## src/rtl/wsr_pkg.sv

```systemverilog
package wsr_pkg;
  localparam int unsigned DATA_W_DEF = 8;
  localparam int unsigned ADDR_W_DEF = 15;

  typedef enum logic [1:0] {
    SEL_IDLE = 2'd0,
    SEL_PASS = 2'd1,
    SEL_POLL = 2'd2
  } out_sel_e;
endpackage

```

## src/rtl/wsr_strobe_det.sv

```systemverilog
module wsr_strobe_det (
  input  logic clk,
  input  logic rst_n,
  input  logic ce_n_i,
  input  logic oe_n_i,
  output logic rd_active_o,
  output logic strobe_o
);
  logic rd_q;
  logic rd_d;

  assign rd_active_o = ~ce_n_i & ~oe_n_i;
  assign strobe_o    = rd_active_o & ~rd_q;

  always_comb begin
    rd_d = rd_active_o;
  end

  always_ff @(posedge clk or negedge rst_n) begin
    if (!rst_n) rd_q <= 1'b0;
    else        rd_q <= rd_d;
  end


  strobe_edge_chk: assert property (@(posedge clk) disable iff (!rst_n)
    strobe_o |=> rd_q);
endmodule

```

## src/rtl/wsr_toggle.sv

```systemverilog
module wsr_toggle (
  input  logic clk,
  input  logic rst_n,
  input  logic busy_i,
  input  logic strobe_i,
  output logic tog_o
);
  logic tog_q;
  logic tog_d;
  logic tog_en;

  assign tog_en = busy_i & strobe_i;

  always_comb begin
    tog_d = tog_q;
    if (tog_en) tog_d = ~tog_q;
  end

  always_ff @(posedge clk or negedge rst_n) begin
    if (!rst_n)      tog_q <= 1'b0;
    else if (tog_en) tog_q <= tog_d;
  end

  assign tog_o = tog_q;


  tog_flip_chk: assert property (@(posedge clk) disable iff (!rst_n)
    (busy_i && strobe_i) |=> (tog_q != $past(tog_q)));

  tog_hold_chk: assert property (@(posedge clk) disable iff (!rst_n)
    !(busy_i && strobe_i) |=> $stable(tog_q));
endmodule

```

## src/rtl/wsr_out_mux.sv

```systemverilog
module wsr_out_mux
  import wsr_pkg::*;
#(
  parameter int unsigned DATA_W = DATA_W_DEF
) (
  input  out_sel_e          sel_i,
  input  logic              addr_hit_i,
  input  logic              last_msb_i,
  input  logic              tog_i,
  input  logic [DATA_W-1:0] array_data_i,
  output logic [DATA_W-1:0] rd_data_o
);
  localparam int unsigned POLL_BIT = DATA_W - 1;
  localparam int unsigned TOG_BIT  = DATA_W - 2;

  always_comb begin
    rd_data_o = '0;
    case (sel_i)
      SEL_PASS: rd_data_o = array_data_i;
      SEL_POLL: begin
        rd_data_o           = array_data_i;
        rd_data_o[POLL_BIT] = addr_hit_i ? ~last_msb_i : array_data_i[POLL_BIT];
        rd_data_o[TOG_BIT]  = tog_i;
      end
      default:  rd_data_o = '0;
    endcase
  end
endmodule

```

## src/rtl/wr_status_reporter.sv

```systemverilog
module wr_status_reporter
  import wsr_pkg::*;
#(
  parameter int unsigned DATA_W = DATA_W_DEF,
  parameter int unsigned ADDR_W = ADDR_W_DEF
) (
  input  logic              clk,
  input  logic              rst_n,
  input  logic              busy_i,
  input  logic [ADDR_W-1:0] last_addr_i,
  input  logic              last_wr_msb_i,
  input  logic [ADDR_W-1:0] rd_addr_i,
  input  logic [DATA_W-1:0] array_data_i,
  input  logic              ce_n_i,
  input  logic              oe_n_i,
  output logic [DATA_W-1:0] rd_data_o,
  output logic              drive_en_o
);
  localparam int unsigned POLL_BIT = DATA_W - 1;

  logic     rst_meta;
  logic     rst_sync;
  logic     rd_active;
  logic     strobe;
  logic     tog;
  logic     addr_hit;
  out_sel_e sel;

  always_ff @(posedge clk or negedge rst_n) begin
    if (!rst_n) begin
      rst_meta <= 1'b0;
      rst_sync <= 1'b0;
    end else begin
      rst_meta <= 1'b1;
      rst_sync <= rst_meta;
    end
  end

  wsr_strobe_det u_strobe (
    .clk        (clk),
    .rst_n      (rst_sync),
    .ce_n_i     (ce_n_i),
    .oe_n_i     (oe_n_i),
    .rd_active_o(rd_active),
    .strobe_o   (strobe)
  );

  wsr_toggle u_toggle (
    .clk     (clk),
    .rst_n   (rst_sync),
    .busy_i  (busy_i),
    .strobe_i(strobe),
    .tog_o   (tog)
  );

  assign addr_hit = (rd_addr_i == last_addr_i);

  always_comb begin
    if (!rd_active)  sel = SEL_IDLE;
    else if (busy_i) sel = SEL_POLL;
    else             sel = SEL_PASS;
  end

  wsr_out_mux #(.DATA_W(DATA_W)) u_mux (
    .sel_i       (sel),
    .addr_hit_i  (addr_hit),
    .last_msb_i  (last_wr_msb_i),
    .tog_i       (tog),
    .array_data_i(array_data_i),
    .rd_data_o   (rd_data_o)
  );

  assign drive_en_o = rd_active;


  idle_zero_chk: assert property (@(posedge clk) disable iff (!rst_sync)
    !drive_en_o |-> (rd_data_o == '0));

  pass_thru_chk: assert property (@(posedge clk) disable iff (!rst_sync)
    (drive_en_o && !busy_i) |-> (rd_data_o == array_data_i));

  poll_inv_chk: assert property (@(posedge clk) disable iff (!rst_sync)
    (drive_en_o && busy_i && (rd_addr_i == last_addr_i))
      |-> (rd_data_o[POLL_BIT] != last_wr_msb_i));

  enable_chk: assert property (@(posedge clk) disable iff (!rst_sync)
    drive_en_o |-> (!ce_n_i && !oe_n_i));
endmodule

```

## config.mk

```make
export PLATFORM = sky130hd
export DESIGN_NAME = wr_status_reporter
export DESIGN_NICKNAME = d
export VERILOG_FILES = /design/src/rtl/wsr_pkg.sv /design/src/rtl/wsr_strobe_det.sv /design/src/rtl/wsr_toggle.sv /design/src/rtl/wsr_out_mux.sv /design/src/rtl/wr_status_reporter.sv
export SDC_FILE = /design/constraint.sdc
export NUM_CORES = 1
export LEC_CHECK = 0
export BUFFER_PORTS_ARGS = -buffer_cell sky130_fd_sc_hd__buf_2
export CAP_MARGIN = 10
export CELL_PAD_IN_SITES_DETAIL_PLACEMENT = 1
export CELL_PAD_IN_SITES_GLOBAL_PLACEMENT = 1
export CORE_MARGIN = 1
export CORE_UTILIZATION = 17
export CTS_CLUSTER_DIAMETER = 100
export DETAILED_ROUTE_END_ITERATION = 6
export PLACE_DENSITY = 0.85
export SYNTH_ARGS = -nofsm -noshare
export SYNTH_HDL_FRONTEND = slang
export SYNTH_SLANG_ARGS = --single-unit
```

## constraint.sdc

```tcl
create_clock -name clk -period 1.95 [get_ports clk]
set_input_delay 0.4875 -clock clk [delete_from_list [all_inputs] [get_ports clk]]
set_output_delay 0.4875 -clock clk [all_outputs]
set_load 0.05 [all_outputs]
```

# [Word level (Yosys, flattened, before mapping)]
# Index checks and enable logic that the tools add are counted.
[totals] output_inout_bits=9 inputBits=44 register_bits=4 elab_cells=19
[op_classes] mux=4 bitwise=8 n_eq_ne=3
[op_table] op="8-bit one-hot mux with 2 select lines" count=1
[op_table] op="15-bit == test" count=1
[op_table] op="1-bit inverter" count=5
[op_table] op="2-bit two-way mux" count=2
[op_table] op="1-bit AND" count=3
[op_table] op="2-bit by 1-bit == test with 1-bit output (second input constant)" count=1
[op_table] op="2-bit == test (second input constant)" count=1
[op_table] op="1-bit two-way mux" count=1

# [Longest topological paths before layout]
[depth] ltp_word=5 depth_mapped=4 ltp_nobuf=4

# [Hierarchy]
# A second synthesis with hierarchy kept.
[hier_totals] cells_unflattened=49 hier_area_um2=446.7
[by_module_without_submodules] mod="wr_status_reporter" n_inst=1 area_each_um2=234.0 seq_area_each_um2=50.0 cells_each=25
[by_module_without_submodules] mod="wsr_out_mux" n_inst=1 area_each_um2=136.4 seq_area_each_um2=0.0 cells_each=18
[by_module_without_submodules] mod="wsr_strobe_det" n_inst=1 area_each_um2=38.8 seq_area_each_um2=25.0 cells_each=3
[by_module_without_submodules] mod="wsr_toggle" n_inst=1 area_each_um2=37.5 seq_area_each_um2=25.0 cells_each=3

# [Worst setup path after synthesis]
# OpenSTA, ideal clock, no wires.
[synth_timing] path_type="input -> output" startpoint="input oe_n_i" endpoint="output rd_data_o[7]" n_path_buf=0 t_required_ps=1462 path_stages=3 slack_ps=-490 t_arrival_ps=1952 path_cell_list="nor2_2 -> nand2_1 -> mux2i_1"
[synth_via] elab_chain_len=5 elab_cells_between_ends=6 classes_between="eq/ne (2); mux (2); bitwise (2)"
[synth_rtl] element="start, declared" line_no="wr_status_reporter.sv:15" source="input logic oe_n_i,"
[synth_rtl] element="1-bit inverter *" line_no="wsr_strobe_det.sv:12" source="assign rd_active_o = ~ce_n_i & ~oe_n_i;"
[synth_rtl] element="1-bit AND *" line_no="wsr_strobe_det.sv:12"
[synth_rtl] element="2-bit two-way mux *" line_no="wr_status_reporter.sv:59" source="if (!rd_active) sel = SEL_IDLE;"
[synth_rtl] element="2-bit == test / 2-bit by 1-bit == test with 1-bit output (equally long branches)" line_no="wsr_out_mux.sv:18" source="case (sel_i)"
[synth_rtl] element="8-bit one-hot mux with 2 select lines *" line_no="wsr_out_mux.sv:18"
[synth_rtl] element="end, declared" line_no="wr_status_reporter.sv:16" source="output logic [DATA_W-1:0] rd_data_o,"
# Every way passes the cells marked *; elsewhere a longest branch is shown, timed or not.

# [Final worst setup path]
[layout_timing] startpoint="input rd_addr_i[5]" endpoint="output rd_data_o[7]"
[layout_via] elab_chain_len=3
[layout_rtl] element="start, declared" line_no="wr_status_reporter.sv:12" source="input logic [ADDR_W-1:0] rd_addr_i,"
[layout_rtl] element="15-bit == test" line_no="wr_status_reporter.sv:56" source="assign addr_hit = (rd_addr_i == last_addr_i);"
[layout_rtl] element="1-bit two-way mux" line_no="wsr_out_mux.sv:22" source="rd_data_o[POLL_BIT] = addr_hit_i ? ~last_msb_i : array_data_i[POLL_BIT];"
[layout_rtl] element="8-bit one-hot mux with 2 select lines" line_no="wsr_out_mux.sv:18"
# Every way passes these cells.

==> impl_metrics.csv <==
group,metric,value,unit
power_and_ir_drop,clockPowerShare,0.266,
route,drtIter0Drc,0,
route,via_per_inst,4.08,
global_routing,grtUsageMet1,0.0902,
power_and_ir_drop,cell_internal_pwr,263,uW
global_routing,grtUsageMet2,0.271,
sta,setup_slack,-0.266,ns
floorplan,die_w,48.7,um
yosys,synth_edf_count,0,
sta,finalHoldViolCount,0,
yosys,ys_top_cells_by_count,"xnor2_1 (16), and2_1 (6), dfrtp_1 (4), nand4_1 (4), mux2i_1 (2)",
global_routing,antenna_found_initial,0,
final_layout,fin_util,0.419,
yosys,ys_seq_elements,4,
run_status,violations,"negative setup slack",
power_and_ir_drop,irDropWorstVdd,0.326,mV
sta,rsz0062_at_grt,"true",
final_layout,area_growth_syn_to_layout,126,%
power_and_ir_drop,netSwitchingFraction,0.328,
place,gp_congestion,0.684,
clocking,htreeDepth,1,
clocking,cts_tree,"done",
yosys,avgSynthCellArea,9.26,um2
sta,setup-violations-final,1,
flow_run,maxCapViolCount,0,
hold_path,hold_class,"register to asynchronous set/reset pin",
clocking,clock-sinks,4,
floorplan,chipHeight,48.7,um
yosys,synth_cells,40,
clocking,cts_setup_buffers,0,
yosys,ys_seq_area_frac,0.270,
yosys,synth_ff_type,"dfrtp_1",
clocking,clock-root-buffer,"clkbuf_4",
route,drcViolationCount,0,
run_status,status,"finished with violations",
power_and_ir_drop,pwr-share-comb,0.465,
route,dr.pass1.iters,1,
critical_path,cpMaxStageDelayCell,"nor4_4",
power_and_ir_drop,power_leakage,0.000431,uW
sta,fin_crit_sh,1.14,
critical_path,crit_fanout,1,
yosys,synth_fp_nets,84,
yosys,syn-cell-area,370,um2
sta,finalCriticalPeriod,2.22,ns
global_routing,grt_usage,0.123,
place,portBuffers,52,
sta,slew_viol_final,0,
route,vias,506,
critical_path,critPathKind,"input port to output pin",
sta,fmax,0.451,GHz
yosys,yosysTopAreaCellShare,0.378,
floorplan,core_area,2000,um2
clocking,ctsHoldBuffers,0,
route,routedWlPerCell,11.0,um
final_layout,diodes,0,
global_routing,grt_max_degree,11,
critical_path,cp_slowest_stage_delay,0.37,ns
power_and_ir_drop,power_frac_seq,0.270,
yosys,synth.area.top_cells,"xnor2_1 (38%), dfrtp_1 (27%), and2_1 (10%)",
floorplan,initial_core_util,0.185,
final_layout,seq_area,100,um2
power_and_ir_drop,p_per_area,467,nW/um2
clocking,clockBufferDepth,2,
critical_path,arrival,1.73,ns
route,final_antenna_net_count,0,
global_routing,grt.busiest_layer,"met2",
final_layout,stdcell_count,124,
final_layout,drive_gt1_frac,0.691,
place,pre_cts_ws,-0.380,ns
yosys,synth_area_leader_cell,"xnor2_1",
place,dpl.hpwl,1.12,mm
clocking,clk_pin_slew,0.04,ns
yosys,yosys_warnings,0,
clocking,numCtsBuffers,3,
yosys,async_reset_ff_frac,1.00,
critical_path,crit_path_start_kind,"input port",
place,dp_cells,121,
global_routing,grt_pass1_vias,556,
critical_path,end_kind,"output pin",
final_layout,multi_input_area,340,um2
global_routing,gr-total-overflow,0,
power_and_ir_drop,power,391,uW
global_routing,grt_pass1_wl,2.17,mm
floorplan,row_count,16,
floorplan,pin_count,53,
clocking,clk_latency,0.23,ns
power_and_ir_drop,p_sw,128,uW
sta,final.setup_skew,0.00455,ns
final_layout,nNetsFinal,143,
critical_path,cp.required,1.46,ns
route,wl,1.37,mm
yosys,ys_types,13,
yosys,yosysMostFrequentCell,"xnor2_1",
critical_path,path_cells,"buf_6 -> xnor2_2 -> nand4_1 -> nor4_4 -> mux2i_4 -> buf_6",
critical_path,cp_common_cell,"buf_6",
floorplan,die_area,2370,um2
final_layout,nFillCells,246,
global_routing,use_met3,0.0220,
## final cells by class
cell class	instances	area share
Multi-Input combinational cell	35	0.406
Timing Repair Buffer	54	0.403
Sequential cell	4	0.119
Tap cell	27	0.0403
Clock buffer	3	0.0269
Inverter	1	0.00448
## cell usage in the layout, fill, tap and decap left out, types with 3 or more instances in the layout
master     n
xnor2_2    6
buf_6      8
clkbuf_4   3
xnor2_1   10
buf_2     44
dfrtp_1    4
and2_1     6
nand4_1    4
## through the flow
step	setup TNS [ns]	cell area [um2]	hold WS (ns)
finish	-0.266	838	0.0218
detailed placement	-0.380	743	0.0212
global placement	-0.397	743	0.0150
CTS	-0.271	818	0.0230
global route	-0.331	838	0.0255
floorplan	-0.139	422	0.0111
## cell families after synthesis
logic type,Yosys count,synth area share
DFF,4,0.270
and+or+nand+nor,16,0.277
muxes,2,0.0541
other,1,0.0101
xor gates and xnor gates,16,0.378
buffers and inverters,1,0.0101
## routing by layer
layer	share of wire	wire length, um
met4	0.0058	8
met3	0.069	94
met1	0.26	362
met2	0.66	905
met5	0	0
## state kept, by name, summed over array words and instances (netlist names)
| name | count |
|---|---|
| u_toggle.tog_o | 1 |
| u_strobe.rd_q | 1 |
| rst_sync | 1 |
| rst_meta | 1 |
## power by group through the flow
| stage | combinational (uW) | sequential [uW] | clock (uW) |
|---|---|---|---|
| after floorplan | 94.0 | 105 | 0 |
| final | 182 | 106 | 104 |
| after global placement | 163 | 106 | 0 |
| after CTS | 180 | 106 | 109 |
| after detailed placement | 168 | 107 | 0 |
| after global routing | 197 | 108 | 110 |
## worst max-delay path, delay by kind of cell
family | cells | cell delay [ns]
xor gates and xnor gates | 1 | 0.13
buffers and inverters | 2 | 0.28
muxes | 1 | 0.29
and+or+nand+nor | 2 | 0.54
## worst paths after layout
check | slack, ns | endpoint | cells past startpoint | startpoint
max in group asynchronous | 1.81 | u_toggle.tog_o$_DFFE_PN0P_ | 0 | rst_sync$_DFF_PN0_
worst max register to register | 1.19 | u_toggle.tog_o$_DFFE_PN0P_ | 2 | u_strobe.rd_q$_DFF_PN0_
min in group clk | 0.34 | rst_sync$_DFF_PN0_ | 0 | rst_meta$_DFF_PN0_
worst min register to register | 0.02 | u_strobe.rd_q$_DFF_PN0_ | 0 | rst_sync$_DFF_PN0_
worst max-delay path | -0.27 | rd_data_o[7] | 6 | rd_addr_i[5]
worst min-delay path | 0.02 | u_strobe.rd_q$_DFF_PN0_ | 0 | rst_sync$_DFF_PN0_
## repair_timing
item | in CTS | in global routing
pin swaps | 9 | 5
endpoints found under the setup margin | 1 | 1
resized for setup | 9 | 3
Power figures use the tool's default switching activity.
